===== config.mk =====
export PLATFORM = sky130hd
export DESIGN_NAME = shift_master
export DESIGN_NICKNAME = d
export VERILOG_FILES = /design/src/rtl/shift_pkg.sv /design/src/rtl/shift_ctrl.sv /design/src/rtl/shift_datapath.sv /design/src/rtl/shift_master.sv
export SDC_FILE = /design/constraint.sdc
export NUM_CORES = 1
export LEC_CHECK = 0
export BUFFER_PORTS_ARGS = -buffer_cell sky130_fd_sc_hd__buf_2
export CORE_AREA = 4 4 64 95
export DETAILED_ROUTE_END_ITERATION = 10
export DIE_AREA = 0 0 68 99
export GPL_TIMING_DRIVEN = 1
export PLACE_DENSITY = 0.81
export SLEW_MARGIN = 20
export SYNTH_ARGS = -nofsm -noshare
export SYNTH_HDL_FRONTEND = slang
export SYNTH_SLANG_ARGS = --single-unit

===== constraint.sdc =====
create_clock -name clk -period 3.21 [get_ports clk]
set_input_delay 0.321 -clock clk [delete_from_list [all_inputs] [get_ports clk]]
set_output_delay 0.321 -clock clk [all_outputs]
set_load 0.005 [all_outputs]

===== src/rtl/shift_pkg.sv =====
package shift_pkg;

  // Per-cycle strobes from the control sequencer to the datapath
  typedef struct packed {
    logic load;    // capture tx word, assert select
    logic toggle;  // shift clock edge
    logic sample;  // capture miso on this edge
    logic launch;  // advance mosi on this edge
    logic finish;  // release select, publish rx word
  } shift_stb_t;

  typedef enum logic [1:0] {
    ST_IDLE,
    ST_LEAD,
    ST_SHIFT,
    ST_TRAIL
  } shift_st_e;

endpackage


===== src/rtl/shift_ctrl.sv =====
module shift_ctrl
  import shift_pkg::*;
#(
  parameter int DATA_W = 8,
  parameter int DIV_W  = 8,
  parameter int SEL_W  = 2
) (
  input  logic               clk,
  input  logic               rstN,
  input  logic               start,
  input  logic               cfgWe,
  input  logic               cfgWire,
  input  logic [1:0]         cfgMode,
  input  logic               cfgLsbFirst,
  input  logic [DIV_W-1:0]   cfgDiv,
  input  logic [SEL_W-1:0]   cfgSlave,
  output shift_stb_t         stb,
  output logic               busy,
  output logic               cpol,
  output logic               lsbFirst,
  output logic [SEL_W-1:0]   slaveIdx
);

  localparam int EDGES  = 2 * DATA_W;
  localparam int EDGE_W = $clog2(EDGES);
  localparam logic [EDGE_W-1:0] LAST_EDGE = EDGE_W'(EDGES - 1);

  logic [DIV_W-1:0]  divReg;
  logic [1:0]        modeReg;
  logic              wireReg;
  logic              cpha;
  logic [DIV_W-1:0]  halfCnt;
  logic [EDGE_W-1:0] edgeIdx;
  logic              tick;
  shift_st_e         state;

  // Microwire settings fold onto SPI modes: standard -> mode 1, alternate -> mode 0
  always_comb begin
    if (wireReg) begin
      cpol = 1'b0;
      cpha = ~modeReg[0];
    end else begin
      cpol = modeReg[1];
      cpha = modeReg[0];
    end
  end

  assign busy = (state != ST_IDLE);
  assign tick = (halfCnt == divReg);

  always_ff @(posedge clk or negedge rstN) begin
    if (!rstN) begin
      divReg   <= '0;
      modeReg  <= '0;
      wireReg  <= 1'b0;
      lsbFirst <= 1'b0;
      slaveIdx <= '0;
    end else if (cfgWe && !busy && !start) begin
      divReg   <= cfgDiv;
      modeReg  <= cfgMode;
      wireReg  <= cfgWire;
      lsbFirst <= cfgLsbFirst;
      slaveIdx <= cfgSlave;
    end
  end

  always_ff @(posedge clk or negedge rstN) begin
    if (!rstN) begin
      state   <= ST_IDLE;
      halfCnt <= '0;
      edgeIdx <= '0;
    end else begin
      if (state == ST_IDLE) halfCnt <= '0;
      else if (tick)        halfCnt <= '0;
      else                  halfCnt <= halfCnt + 1'b1;
      unique case (state)
        ST_IDLE:  if (start) state <= ST_LEAD;
        ST_LEAD:  if (tick) begin
                    state   <= ST_SHIFT;
                    edgeIdx <= '0;
                  end
        ST_SHIFT: if (tick) begin
                    if (edgeIdx == LAST_EDGE) state <= ST_TRAIL;
                    else edgeIdx <= edgeIdx + 1'b1;
                  end
        ST_TRAIL: if (tick) state <= ST_IDLE;
        default:  state <= ST_IDLE;
      endcase
    end
  end

  always_comb begin
    stb        = '0;
    stb.load   = (state == ST_IDLE) && start;
    stb.toggle = (state == ST_SHIFT) && tick;
    stb.sample = stb.toggle && (edgeIdx[0] == cpha);
    stb.launch = stb.toggle && (edgeIdx[0] != cpha) &&
                 (cpha ? (edgeIdx != '0) : (edgeIdx != LAST_EDGE));
    stb.finish = (state == ST_TRAIL) && tick;
  end

  // stored settings cannot move during a frame
  p_cfg_hold_r9: assert property (@(posedge clk) disable iff (!rstN)
    busy |=> ($stable(divReg) && $stable(modeReg) && $stable(wireReg) &&
              $stable(lsbFirst) && $stable(slaveIdx)));

  // a start while idle always opens a frame
  p_start_opens_r7: assert property (@(posedge clk) disable iff (!rstN)
    (!busy && start) |=> busy);

endmodule


===== src/rtl/shift_datapath.sv =====
module shift_datapath
  import shift_pkg::*;
#(
  parameter int DATA_W  = 8,
  parameter int NUM_SLV = 4,
  parameter int SEL_W   = 2
) (
  input  logic               clk,
  input  logic               rstN,
  input  shift_stb_t         stb,
  input  logic               busy,
  input  logic               cpol,
  input  logic               lsbFirst,
  input  logic [SEL_W-1:0]   slaveIdx,
  input  logic [DATA_W-1:0]  txWord,
  input  logic               miso,
  output logic               sclk,
  output logic               mosi,
  output logic [NUM_SLV-1:0] csN,
  output logic [DATA_W-1:0]  rxWord,
  output logic               done
);

  logic [DATA_W-1:0] txSh;
  logic [DATA_W-1:0] rxSh;
  logic              sclkReg;

  always_ff @(posedge clk or negedge rstN) begin
    if (!rstN) begin
      txSh    <= '0;
      rxSh    <= '0;
      sclkReg <= 1'b0;
      rxWord  <= '0;
      done    <= 1'b0;
    end else begin
      done <= stb.finish;
      if (stb.load) begin
        txSh    <= txWord;
        sclkReg <= cpol;
      end else begin
        if (stb.toggle) sclkReg <= ~sclkReg;
        if (stb.launch) txSh <= lsbFirst ? (txSh >> 1) : (txSh << 1);
      end
      if (stb.sample)
        rxSh <= lsbFirst ? {miso, rxSh[DATA_W-1:1]} : {rxSh[DATA_W-2:0], miso};
      if (stb.finish) rxWord <= rxSh;
    end
  end

  for (genvar i = 0; i < NUM_SLV; i++) begin : g_sel
    always_ff @(posedge clk or negedge rstN) begin
      if (!rstN)           csN[i] <= 1'b1;
      else if (stb.load)   csN[i] <= (slaveIdx != SEL_W'(i));
      else if (stb.finish) csN[i] <= 1'b1;
    end
  end

  assign mosi = lsbFirst ? txSh[0] : txSh[DATA_W-1];
  assign sclk = busy ? sclkReg : cpol;

  // never more than one slave selected
  p_one_select_r6: assert property (@(posedge clk) disable iff (!rstN)
    $onehot0(~csN));

  // selects hold still through the frame
  p_select_steady_r6: assert property (@(posedge clk) disable iff (!rstN)
    (busy && !stb.finish) |=> $stable(csN));

  // done is a single-cycle pulse
  p_done_pulse_r10: assert property (@(posedge clk) disable iff (!rstN)
    done |=> !done);

  // done coincides with release of all selects and end of busy
  p_done_release_r7: assert property (@(posedge clk) disable iff (!rstN)
    done |-> (&csN && !busy));

  // the shift clock moves only on sequencer edge strobes
  p_sclk_quiet_r3: assert property (@(posedge clk) disable iff (!rstN)
    (busy && !stb.toggle) |=> $stable(sclkReg));

endmodule


===== src/rtl/shift_master.sv =====
module shift_master
  import shift_pkg::*;
#(
  parameter int DATA_W  = 8,
  parameter int NUM_SLV = 4,
  parameter int DIV_W   = 8,
  parameter int SEL_W   = (NUM_SLV > 1) ? $clog2(NUM_SLV) : 1
) (
  input  logic               clk,
  input  logic               rstN,
  input  logic               start,
  input  logic [DATA_W-1:0]  txWord,
  input  logic               cfgWe,
  input  logic               cfgWire,
  input  logic [1:0]         cfgMode,
  input  logic               cfgLsbFirst,
  input  logic [DIV_W-1:0]   cfgDiv,
  input  logic [SEL_W-1:0]   cfgSlave,
  input  logic               miso,
  output logic               sclk,
  output logic               mosi,
  output logic [NUM_SLV-1:0] csN,
  output logic               busy,
  output logic               done,
  output logic [DATA_W-1:0]  rxWord
);

  shift_stb_t       stb;
  logic             cpol;
  logic             lsbFirst;
  logic [SEL_W-1:0] slaveIdx;

  shift_ctrl #(.DATA_W(DATA_W), .DIV_W(DIV_W), .SEL_W(SEL_W)) u_ctrl (
    .clk(clk), .rstN(rstN), .start(start), .cfgWe(cfgWe), .cfgWire(cfgWire),
    .cfgMode(cfgMode), .cfgLsbFirst(cfgLsbFirst), .cfgDiv(cfgDiv),
    .cfgSlave(cfgSlave), .stb(stb), .busy(busy), .cpol(cpol),
    .lsbFirst(lsbFirst), .slaveIdx(slaveIdx)
  );

  shift_datapath #(.DATA_W(DATA_W), .NUM_SLV(NUM_SLV), .SEL_W(SEL_W)) u_dp (
    .clk(clk), .rstN(rstN), .stb(stb), .busy(busy), .cpol(cpol),
    .lsbFirst(lsbFirst), .slaveIdx(slaveIdx), .txWord(txWord), .miso(miso),
    .sclk(sclk), .mosi(mosi), .csN(csN), .rxWord(rxWord), .done(done)
  );

endmodule


### After elaboration in Yosys (flattened, before gate mapping)

Cells that the tools add are included.

* bits of input ports: 27
* memories: 0
* memory bits (read-only): 0
* register bits after elaboration: 58
* word-level logic and storage cells: 86
* latch bits: 0
* bits in writable memories: 0

* reduce and logical (&&, ||, !) cells: 20
* equal/unequal tests: 17
* multiplexer cells: 28
* shifts and indexed selects: 0
* bitwise gates (word level): 2
* div/mod/pow operators: 0
* $mul: 0
* order comparisons: 0
* add/sub/neg operators: 2

Operators by type and width (number)
* 8-bit 2-to-1 mux: 6
* 1-bit 2-to-1 mux: 12
* 4-bit 2-to-1 mux: 3
* 2-bit nonzero test: 6
* 2-bit 2-to-1 mux: 5
* 2-bit by 1-bit inequality test with 1-bit output (second input constant): 5
* 8-bit by 1-bit adder with 8-bit output (second input constant): 1
* 8-bit == test: 1
* 1-bit logical AND: 8
* 2-bit inequality test (second input constant): 4
* 2-bit one-hot mux with 4 select lines: 1
* 4-bit one-hot mux with 2 select lines: 1
* 5-bit AND reduction: 1
* 4-bit by 1-bit adder with 4-bit output (second input constant): 1
* 2-bit == test (second input constant): 2
* 4-bit == test (second input constant): 1
* 4-bit inequality test (second input constant): 1
* 4-bit AND reduction: 1
* 4-bit nonzero test: 1
* 2-bit by 1-bit == test with 1-bit output (second input constant): 1
* 1-bit logical NOT: 2
* 2-bit logical NOT: 1
* 1-bit NOT: 2
* 1-bit == test: 1
* 1-bit inequality test: 1

### Depth between registers and ports, before layout

Gate-level depths: netlist (run 1).

* depth in word-level cells: 7
* gate-level depth with buffers: 6
* mapped depth without buffers: 6

### Modules after synthesis

From an unflattened synthesis (run 1), not the netlist that was laid out.

* cell total of the unflattened synthesis: 260
* area, all modules: 2954.1 um2

Modules (own cells, without submodules)
* shift_ctrl: times used 1, area each 1557.7 um2, cells each 141
* shift_datapath: times used 1, area each 1396.3 um2, cells each 119

### Worst setup path before layout (run 1)

Ideal clock, no wire load.

* kind: register to register
* start point: register u_ctrl.edgeIdx[0]
* end point: register u_dp.txSh[4]
* required time: 3078 ps
* buffers on the path: 0
* stages on the path, launching flop included: 7
* arrival time: 1924 ps
* library setup time: 132 ps
* path slack: 1154 ps
* cells stage by stage: dfrtp_1 > inv_1 > ha_1 > a211o_1 > a2111oi_4 > mux2i_1 > o21ai_1

* longest elaborated chain between the ends: 4
* elaborated cells on any way between the ends: 7
* classes of those cells: eq/ne: 2; mux: 1; reduce/logical: 4

RTL lines
* from (decl): line shift_ctrl.sv:33 `logic [EDGE_W-1:0] edgeIdx;`
* from (signal assigned): line shift_ctrl.sv:84 `else edgeIdx <= edgeIdx + 1'b1;`
* 4-bit inequality test (tied with other cells): line shift_ctrl.sv:98 `(cpha ? (edgeIdx != '0) : (edgeIdx != LAST_EDGE));`
* 1-bit 2-to-1 mux or 1-bit logical AND (tied branches): line shift_ctrl.sv:98, shift_ctrl.sv:97
* 1-bit logical AND (*): line shift_ctrl.sv:97 `stb.launch = stb.toggle && (edgeIdx[0] != cpha) &&`
* 2-bit nonzero test (no line) (*)
* to (signal assigned): line shift_datapath.sv:38 `txSh <= txWord;`
* to (signal assigned): line shift_datapath.sv:42 `if (stb.launch) txSh <= lsbFirst ? (txSh >> 1) : (txSh << 1);`
* to (decl): line shift_datapath.sv:24 `logic [DATA_W-1:0] txSh;`

Mark *: on every way between the ends. The rest lies on a longest branch, timed or not.
A chain may end at the register's enable or synchronous reset.

### Final worst setup path (run 1)

* start point: register u_ctrl.edgeIdx[0]
* end point: register u_dp.txSh[2]

Same word-level chain as after synthesis.

==> results.ini, run 1 <==
[run_status]
status = finished clean

[yosys]
synth.most_common_cell = dfrtp_1
ys_types = 35
synth_area_per_cell_um2 = 12.0
synth_warnings = 0
synth_enable_flop_cells = 0
synth_top_area_cell = dfrtp_1
yosysTopAreaCellShare_pct = 47.8
syn-cell-area_mm2 = 0.00283
ys.flop_type = dfrtp_1
ys_seq_elements = 58
syn-instance-count = 235
synth.top_cells.by_area = dfrtp_1, mux2_2, xnor2_1, dfstp_2, ha_1
async_flop_share_pct = 100
synth_seq_area_share_pct = 51.5
synth_common_cells = dfrtp_1, mux2_2, nor2_1
synthesis.nets = 270

[grt]
grt_pass1_wl_um = 9310
grt_usage_pct = 18.4
grt_pass1_vias = 2029
grt_start_max_net_pins = 26
gr-total-overflow = 0
antenna_found_initial = 0

[timing]
timing.final.max_slew_violations = 0
max_freq_ghz = 0.419
fin_setup_tns_ns = 0
max_slew.worst_pin.slew_ns = 0.944
rsz0062_at_grt = false
finalSetupViolations = 0
fin_crit_ns = 2.39
slew_headroom_pct = 37.1
hold_viol_final = 0
skew_ns = 0.0122
finalCritPeriodShare_pct = 74.4

[detailed_routing]
drt_wl_total_um = 5450
vias = 1924
drt-initial-drc-count = 66
antenna_left = 0
dr.pass1.iters = 6
wl_per_cell_um = 15.3
vias_per_cell = 5.39
drc = 0

[pwr]
p_leak_nw = 1.52
ir_drop_uv = 513
power_density_mw_per_mm2 = 809

[layout]
postLayoutCoreUtil_pct = 63.2
antenna_cells = 0
final_nets = 320
drive_gt1_share_pct = 38.1
area_delta_synth_final_pct = 16.2

[floorplan]
rows = 32
pin_count = 43
die_x_um = 68
fp.dieH_um = 99
die-area_mm2 = 0.00673
coreArea_mm2 = 0.00520
start_util_pct = 54.4

[hold_path]
worstHoldStart = txWord[5]
holdPathEnd = u_dp.txSh[5]$_DFFE_PN0P_
min_path_type = primary input to flip-flop
min_path_cells = 3

[placement]
portBuffers = 42
dp_hpwl_um = 4100
gp_congestion = 0.790

[cts]
clkLatencyLatePin_ns = 0.34
numCtsBuffers = 9
cts_setup_buffers = 0
cts.sinks = 58
cts_root_buf = clkbuf_8
clk_pin_slew_worst_paths_ns = 0.07
cts_resized = 0
htreeDepth = 3
cts_tree = yes
clockBufferDepth = 2

[critical_path]
critPathMaxStageDelay_ns = 0.77
setup.worst_path.start = u_ctrl.edgeIdx[0]$_DFFE_PN0P_
cpLargestDelayFamily = compound AO/OA/AOI/OAI gates
r2r-start = u_ctrl.edgeIdx[0]$_DFFE_PN0P_
cp_data_arrival_time_ns = 2.56
crit_path_top_delay_cell = a2111oi_4
endpoint_kind = flip-flop
path_max_fanout = 10
r2r_end = u_dp.txSh[2]$_DFFE_PN0P_
critical_path_required_ns = 3.38
path_class = flip-flop to flip-flop
crit_chain = inv_1 > ha_1 > a211o_1 > a2111oi_4 > mux2i_1 > o21ai_1
critPathLaunchType = flip-flop
reg2reg_depth = 6
reg2reg_setup_slack_ns = 0.82
worst-path-buf-inv = 1

[run]
maxCapViolations = 0

[cell usage in the layout, fill, tap and decap left out, types with 2 or more instances in the layout]
master / instances
dfrtp_1: 54
mux2_2: 47
buf_2: 42
nor2_1: 19
xnor2_1: 15
nand2_1: 14
inv_1: 10
clkbuf_8: 10
ha_1: 8
o21ai_1: 7
mux2i_1: 6
nand3_1: 5
a31oi_1: 4
a32oi_1: 4
dfstp_2: 4
nand4_1: 3
nor3_1: 3
o21ai_0: 3
nand2b_1: 3
and3_1: 2
xor2_1: 2
a21oi_1: 2
o2bb2ai_1: 2
nand3b_1: 2
clkbuf_1: 2
clkinv_2: 2
buf_4: 2
[state kept, by name, summed over array words and instances, names as in the netlist]
| signal | cells |
|---|---|
| u_ctrl.divReg | 8 |
| u_ctrl.edgeIdx | 4 |
| u_ctrl.halfCnt | 8 |
| u_ctrl.lsbFirst | 1 |
| u_ctrl.modeReg | 2 |
| u_ctrl.slaveIdx | 2 |
| u_ctrl.state | 2 |
| u_ctrl.wireReg | 1 |
| u_dp.csN | 4 |
| u_dp.done | 1 |
| u_dp.rxSh | 8 |
| u_dp.rxWord | 8 |
| u_dp.sclkReg | 1 |
| u_dp.txSh | 8 |
[area by class of cell]
type	count	area (um2)
Timing Repair Buffer	45	235
Multi-Input combinational cell	161	1310
Inverter	10	37.5
Fill cell	432	1920
Clock inverter	3	17.5
Clock buffer	12	145
Tap cell	68	85.1
Sequential cell	58	1460
[through the flow]
step	power [mW]	cells	setup WS (ns)	cell area [um2]	hold WS, ns
floorplan	1.86	235	1.15	2830	0.0254
global placement	2.08	341	0.856	3120	0.267
detailed placement	2.12	341	0.819	3120	0.271
CTS	2.70	357	0.804	3290	0.178
global route	2.86	357	0.656	3290	0.195
finish	2.66	357	0.823	3290	0.193
[cells by family after synthesis]
| kind of cell | after synthesis | synth area share (%) |
|---|---|---|
| flops | 58 | 51.5 |
| mux | 53 | 20.8 |
| simple gates | 53 | 8.58 |
| compound gates | 30 | 8.14 |
| xor+xnor | 17 | 5.26 |
| buf+inv | 16 | 2.17 |
| fa+ha+maj | 8 | 3.54 |
[worst min-delay path: stages]
cell     delay, ns
buf_2         0.07
nand2_1       0.03
o21ai_1       0.06
[worst max path at each step]
stage / to / slack, ns / depth (start not counted)
6_report: u_dp.txSh[2]$_DFFE_PN0P_ / 0.82 / 6
5_1_grt: u_dp.txSh[2]$_DFFE_PN0P_ / 0.66 / 6
4_1_cts: u_dp.txSh[2]$_DFFE_PN0P_ / 0.80 / 6
3_5_place_dp: u_dp.txSh[4]$_DFFE_PN0P_ / 0.82 / 6
3_3_place_gp: u_dp.txSh[6]$_DFFE_PN0P_ / 0.86 / 6
2_1_floorplan: u_dp.txSh[4]$_DFFE_PN0P_ / 1.15 / 6
[per-layer routing]
| layer | vias up | track usage (%) | part of all wire [%] |
|---|---|---|---|
| met3 | 14 | 4.90 | 4.8 |
| met5 | - | 0 | 0 |
| met4 | 0 | 9.04 | 2.5 |
| li1 | 933 | - | - |
| met1 | 928 | 22.1 | 41 |
| met2 | 49 | 29.9 | 51 |
[report_power, final]
| group | switching (mW) | total [mW] | internal (mW) |
|---|---|---|---|
| sequential | 0.230 | 1.21 | 0.978 |
| combinational | 0.408 | 0.891 | 0.483 |
| clock | 0.268 | 0.562 | 0.294 |
[repair_timing]
action,in CTS,in global routing
endpoints found under the setup margin,0,0
hold endpoints to repair,14,0
hold buffers,1,0
Note: power is estimated with default switching activity, not from simulation.
==> run 2, diff against run 1 <==
--- a/config.mk
+++ b/config.mk
@@ -6,11 +6,11 @@
 export NUM_CORES = 1
 export LEC_CHECK = 0
 export BUFFER_PORTS_ARGS = -buffer_cell sky130_fd_sc_hd__buf_2
-export CORE_AREA = 4 4 64 95
+export CORE_AREA = 4 4 66 99
 export DETAILED_ROUTE_END_ITERATION = 10
-export DIE_AREA = 0 0 68 99
+export DIE_AREA = 0 0 70 103
 export GPL_TIMING_DRIVEN = 1
-export PLACE_DENSITY = 0.81
+export PLACE_DENSITY = 0.79
 export SLEW_MARGIN = 20
 export SYNTH_ARGS = -nofsm -noshare
 export SYNTH_HDL_FRONTEND = slang
==> constraint.sdc (replaced) <==
create_clock -name clk -period 1.9 [get_ports clk]
set_input_delay 0.19 -clock clk [delete_from_list [all_inputs] [get_ports clk]]
set_output_delay 0.19 -clock clk [all_outputs]
set_load 0.005 [all_outputs]
==> results.ini, run 2 (synthesis results as in run 1) <==
[critical_path]
cp_data_arrival_time_ns = 2.10  ; -0.46 ns
cpLargestDelayFamily = compound AO/OA/AOI/OAI gates
critPathLaunchType = flip-flop
critical_path_required_ns = 2.12  ; -1.26 ns
path_class = flip-flop to flip-flop
crit_path_top_delay_cell = dfrtp_1
crit_chain = ha_2 > nand3_2 > nand3_1 > a2111oi_4 > buf_6 > mux2i_1 > o21ai_1
critPathMaxStageDelay_ns = 0.44  ; -0.33 ns
worst-path-buf-inv = 1  ; unchanged
path_max_fanout = 10  ; unchanged
reg2reg_setup_slack_ns = 0.02  ; -0.80 ns
endpoint_kind = flip-flop

[detailed_routing]
drt_wl_total_um = 5870  ; +7.7%
wirelength_met1_um = 2390  ; +6.5%
antenna_left = 0  ; unchanged
drc = 0  ; unchanged
wl_met2_um = 3150  ; +12%
dr_wl_met3_um = 216  ; -18%
vias_per_cell = 5.21  ; -3.3%
dr.pass1.iters = 4  ; -2
route.top_layer_used = met4
drt-initial-drc-count = 67  ; +1.5%
vias = 1985  ; +3.2%
wl_per_cell_um = 15.4  ; +0.88%

[layout]
final_cell_mix = dfrtp_1, mux2_2, buf_2, buf_4, nor2_1
nFillCells = 477  ; +10%
final-seq-area_mm2 = 0.00146  ; about the same
multi_input_area_mm2 = 0.00134  ; +1.9%
antenna_cells = 0  ; unchanged
postLayoutCoreUtil_pct = 61.7  ; -1.5 points
instances_no_fill = 381  ; +6.7%
area_delta_synth_final_pct = 24.3
final_common_cell = dfrtp_1
final_nets = 339  ; +5.9%
drive_gt1_share_pct = 45.6  ; +7.6 points

[cts]
cts_root_buf = clkbuf_8
cts_tree = yes
numCtsBuffers = 9  ; unchanged
clockBufferDepth = 2  ; unchanged
clkLatencyLatePin_ns = 0.34  ; about the same
htreeDepth = 3  ; unchanged
cts.sinks = 58  ; unchanged
clk_pin_slew_worst_paths_ns = 0.07  ; about the same

[grt]
grt_pass1_wl_um = 9770  ; +5.0%
grt_usage_pct = 17.4  ; -1.0 points
grt_start_max_net_pins = 29  ; +12%
gr-total-overflow = 0  ; unchanged
grt_pass1_vias = 2073  ; +2.2%
antenna_found_initial = 0  ; unchanged

[timing]
skew_ns = 0.00992  ; -0.00227 ns
timing.final.max_slew_violations = 0  ; unchanged
fin_crit_ns = 1.88  ; -0.508 ns
finalCritPeriodShare_pct = 98.9  ; +25 points
slew_headroom_pct = 59.7  ; +23 points
finalSetupViolations = 0  ; unchanged
max_freq_ghz = 0.532  ; +27%
max_slew.worst_pin.slew_ns = 0.604  ; -0.340 ns
rsz0062_at_grt = true
hold_viol_final = 0  ; unchanged

[floorplan]
pin_count = 43  ; unchanged
start_util_pct = 49.6  ; -4.7 points
fp.dieH_um = 103  ; +4.0%
die_x_um = 70  ; +2.9%
coreArea_mm2 = 0.00570  ; +9.5%
rows = 34  ; +6.3%
die-area_mm2 = 0.00721  ; +7.1%

[pwr]
power_density_mw_per_mm2 = 1410  ; +75%
ir_drop_uv = 1120  ; +120%
p_leak_nw = 1.64  ; +7.7%

[run_status]
status = finished clean

[run]
maxCapViolations = 0  ; unchanged

[placement]
dp_cells = 361  ; +5.9%
dp_hpwl_um = 4260  ; +4.0%
gp_congestion = 0.860  ; +8.9%
portBuffers = 42  ; unchanged

[hold_path]
min_path_type = primary input to flip-flop

-- run 2: final cells by class --
class,count,area share [%]
Sequential cell,58,41.4
Multi-Input combinational cell,161,38.0
Timing Repair Buffer,64,11.2
Clock buffer,10,3.91
Tap cell,72,2.56
Clock inverter,6,1.81
Inverter,10,1.07
-- run 2: routing by layer --
metal  vias to the layer above  GRT usage [%]
met5                         -              0
met4                         0           7.52
met3                        10           4.29
met2                        39           30.1
met1                       967           20.7
li1                        969              -
-- run 2: metrics by stage --
| step | worst slack [ns] | setup TNS [ns] | hold WS [ns] | total power [mW] | cell area [um2] |
|---|---|---|---|---|---|
| global route | -0.0497 | -0.299 | 0.0750 | 5.32 | 3520 |
| detailed placement | 0.0134 | 0 | 0.230 | 3.78 | 3270 |
| finish | 0.0215 | 0 | 0.0619 | 4.97 | 3520 |
| CTS | 0.0192 | 0 | 0.0534 | 4.99 | 3490 |
| global placement | 0.0842 | 0 | 0.234 | 3.66 | 3270 |
| floorplan | -0.0608 | -0.372 | -0.106 | 3.16 | 2840 |
-- run 2: final timing paths --
check                                               from                           to  depth (start not counted)
hold reg to reg               u_dp.rxWord[5]$_DFFE_PN0P_   u_dp.rxWord[5]$_DFFE_PN0P_                          1
min in group asynchronous                           rstN          u_dp.done$_DFF_PN0_                          2
max in group asynchronous                           rstN  u_ctrl.halfCnt[4]$_DFF_PN0_                          3
hold / removal                                 txWord[4]     u_dp.txSh[4]$_DFFE_PN0P_                          3
setup reg to reg           u_ctrl.edgeIdx[1]$_DFFE_PN0P_     u_dp.txSh[5]$_DFFE_PN0P_                          7
setup / recovery           u_ctrl.edgeIdx[1]$_DFFE_PN0P_     u_dp.txSh[5]$_DFFE_PN0P_                          7
-- run 2: timing repair --
| action | 4_1_cts | 5_1_grt |
|---|---|---|
| pin swaps | 0 | 1 |
| hold endpoints to repair | 22 | 0 |
| setup endpoints to repair | 14 | 26 |
| buffers inserted | 1 | 2 |
| hold buffers | 1 | 0 |
| gates resized for setup | 2 | 3 |
-- run 2: worst min-delay path, cell delays in order --
cell,delay (ns)
buf_2,0.08
nand2_1,0.04
o21ai_1,0.06
-- run 2: report_power, final --
| group | switching, mW | internal, mW | leakage (nW) |
|---|---|---|---|
| combinational | 0.776 | 0.994 | 0.802 |
| sequential | 0.394 | 1.65 | 0.738 |
| clock | 0.516 | 0.640 | 0.0987 |
==> run 3, diff against run 2 <==
--- a/config.mk
+++ b/config.mk
@@ -5,11 +5,13 @@
 export SDC_FILE = /design/constraint.sdc
 export NUM_CORES = 1
 export LEC_CHECK = 0
+export ABC_AREA = 1
 export BUFFER_PORTS_ARGS = -buffer_cell sky130_fd_sc_hd__buf_2
-export CORE_AREA = 4 4 66 99
+export CORE_AREA = 4 4 69 102
 export DETAILED_ROUTE_END_ITERATION = 10
-export DIE_AREA = 0 0 70 103
+export DIE_AREA = 0 0 73 106
 export GPL_TIMING_DRIVEN = 1
+export MAX_ROUTING_LAYER = met4
 export PLACE_DENSITY = 0.79
 export SLEW_MARGIN = 20
 export SYNTH_ARGS = -nofsm -noshare
==> results.ini, run 3 <==
[yosys]
synthesis.nets = 448  ; +66%
synth.top_cells.by_area = dfrtp_1, nand2_1, inv_1, o21ai_0, nor2_1
synth_enable_flop_cells = 0  ; unchanged
synth_warnings = 0  ; unchanged
ys.flop_type = dfrtp_1
syn-cell-area_mm2 = 0.00313  ; +10%
synth_area_per_cell_um2 = 7.57  ; -37%
ys_seq_elements = 58  ; unchanged
async_flop_share_pct = 100  ; unchanged
synth.most_common_cell = nand2_1
synth_seq_area_share_pct = 46.6  ; -4.9 points
syn-instance-count = 413  ; +76%
synth_common_cells = nand2_1, dfrtp_1, inv_1
yosysTopAreaCellShare_pct = 43.2  ; -4.5 points
ys_types = 28  ; -20%
synth_top_area_cell = dfrtp_1

[timing]
rsz0062_at_grt = false
hold_viol_final = 0  ; unchanged
finalCritPeriodShare_pct = 92.6  ; -6.3 points
timing.final.max_slew_violations = 0  ; unchanged
max_freq_ghz = 0.568  ; +6.8%
max_slew.worst_pin.slew_ns = 0.487  ; -0.117 ns
skew_ns = 0.00979  ; -0.000132 ns
fin_setup_tns_ns = 0  ; unchanged
finalSetupViolations = 0  ; unchanged
fin_crit_ns = 1.76  ; -0.119 ns
slew_headroom_pct = 67.5  ; +7.8 points

[grt]
grt_pass1_wl_um = 12100  ; +24%
grt_usage_pct = 20.2  ; +2.8 points
grt_start_max_net_pins = 29  ; unchanged
gr-total-overflow = 0  ; unchanged
grt_pass1_vias = 2701  ; +30%
antenna_found_initial = 0  ; unchanged

[cts]
clkLatencyLatePin_ns = 0.35  ; about the same
cts_setup_buffers = 0  ; -1
clk_pin_slew_worst_paths_ns = 0.07  ; about the same
cts.sinks = 58  ; unchanged
cts_root_buf = clkbuf_8
cts_tree = yes
clockBufferDepth = 2  ; unchanged
numCtsBuffers = 9  ; unchanged
htreeDepth = 3  ; unchanged

[critical_path]
path_class = flip-flop to output port
endpoint_kind = output port
critPathLaunchType = flip-flop
critical_path_required_ns = 1.71  ; -0.41 ns
cp_data_arrival_time_ns = 1.57  ; -0.53 ns
path_max_fanout = 7  ; -3

[floorplan]
die_x_um = 73  ; +4.3%
die-area_mm2 = 0.00774  ; +7.3%
start_util_pct = 50.6  ; +0.99 points
fp.dieH_um = 106  ; +2.9%
coreArea_mm2 = 0.00617  ; +8.3%
pin_count = 43  ; unchanged
rows = 35  ; +2.9%

[placement]
dp_hpwl_um = 4960  ; +16%
portBuffers = 42  ; unchanged
place_area_mm2 = 0.00343  ; +5.0%
gp_congestion = 0.814  ; -5.4%
dp_cells = 525  ; +45%

[detailed_routing]
dr.pass1.iters = 4  ; unchanged
drt-initial-drc-count = 131  ; +96%
drt_wl_total_um = 6850  ; +17%
vias = 2765  ; +39%
vias_per_cell = 5.10  ; -2.1%
wl_per_cell_um = 12.6  ; -18%
drc = 0  ; unchanged
antenna_left = 0  ; unchanged

[layout]
area_delta_synth_final_pct = 17.4
drive_gt1_share_pct = 19.0  ; -27 points
design_area_mm2 = 0.00367  ; +4.3%
antenna_cells = 0  ; unchanged
final_cell_mix = nand2_1, dfrtp_1, inv_1, buf_2, nor2_1
postLayoutCoreUtil_pct = 59.4  ; -2.3 points
instances_no_fill = 542  ; +42%
final_common_cell = nand2_1
final_nets = 498  ; +47%

[pwr]
p_leak_nw = 1.98  ; +21%
ir_drop_uv = 597  ; -47%
power_mw = 4.90  ; -1.4%
power_density_mw_per_mm2 = 1340  ; -5.5%

[run_status]
status = finished clean

[hold_path]
min_path_type = primary input to flip-flop

[run]
maxCapViolations = 0  ; unchanged

[run 3: cell types whose count changed after synthesis, moves of 6 or more]
cell,before,now
mux2i_1,6,0
nor2_1,19,35
xnor2_1,15,2
nand3_1,5,18
inv_1,10,48
o21ai_0,3,27
a21oi_1,2,14
mux2_2,47,0
o21ai_1,7,0
nand2_1,14,154
[run 3: worst max-delay path, cell delays in order, from the launching register on]
cell and delay, ns:
dfrtp_1 0.40, inv_1 0.10, ha_1 0.28, o21ai_0 0.28, buf_2 0.17
[run 3: cell type report]
type | count | area (um2)
Inverter | 52 | 200
Clock buffer | 9 | 124
Timing Repair Buffer | 50 | 273
Tap cell | 74 | 92.6
Multi-Input combinational cell | 292 | 1420
Sequential cell | 58 | 1460
Fill cell | 540 | 2510
Clock inverter | 7 | 101
[run 3: kinds of logic after synthesis]
| family | synth area share, % |
|---|---|
| AOI/OAI and AO/OA | 9.45 |
| xor gates and xnor gates | 1.96 |
| DFF | 46.6 |
| adders and majority gates | 3.20 |
| buffers and inverters | 7.93 |
| and+or+nand+nor | 30.9 |
[run 3: worst paths after layout]
path / from / to / slack, ns / cells past startpoint
worst max-delay path: u_ctrl.state[0]$_DFFE_PN0P_ / sclk / 0.14 / 4
worst min-delay path: cfgDiv[1] / u_ctrl.divReg[1]$_DFFE_PN0P_ / 0.09 / 3
worst max register to register: u_ctrl.state[0]$_DFFE_PN0P_ / u_dp.sclkReg$_DFFE_PN0P_ / 0.23 / 8
worst min register to register: u_dp.rxWord[0]$_DFFE_PN0P_ / u_dp.rxWord[0]$_DFFE_PN0P_ / 0.48 / 2
max in group asynchronous: rstN / u_ctrl.edgeIdx[3]$_DFFE_PN0P_ / 0.85 / 3
min in group asynchronous: rstN / u_ctrl.halfCnt[1]$_DFF_PN0_ / 0.35 / 2
[run 3: through the flow]
step / hold slack [ns] / worst slack, ns
after global routing: 0.0895 / 0.00202
after detailed placement: 0.169 / 0.244
after floorplan: -0.106 / 0.305
after global placement: 0.175 / 0.327
after CTS: 0.0775 / 0.164
final: 0.0912 / 0.140
[run 3: repair_timing]
item,4_1_cts,5_1_grt
endpoints found under the hold margin,19,0
hold buffers,1,0
setup endpoints to repair,0,1
resized for setup,0,1
[run 3: report_power, final]
group / internal, mW / switching, mW / leakage, nW
Sequential: 1.59 / 0.246 / 0.724
Clock: 0.749 / 0.566 / 0.106
Combinational: 0.657 / 1.10 / 1.15
[run 3: layer usage]
layer	vias to the layer above	track usage [%]	wire length [um]
met4	0	7.65	111
li1	1382	-	-
met1	1315	24.3	2860
met2	56	32.8	3610
met3	12	4.35	270
met5	-	-	0
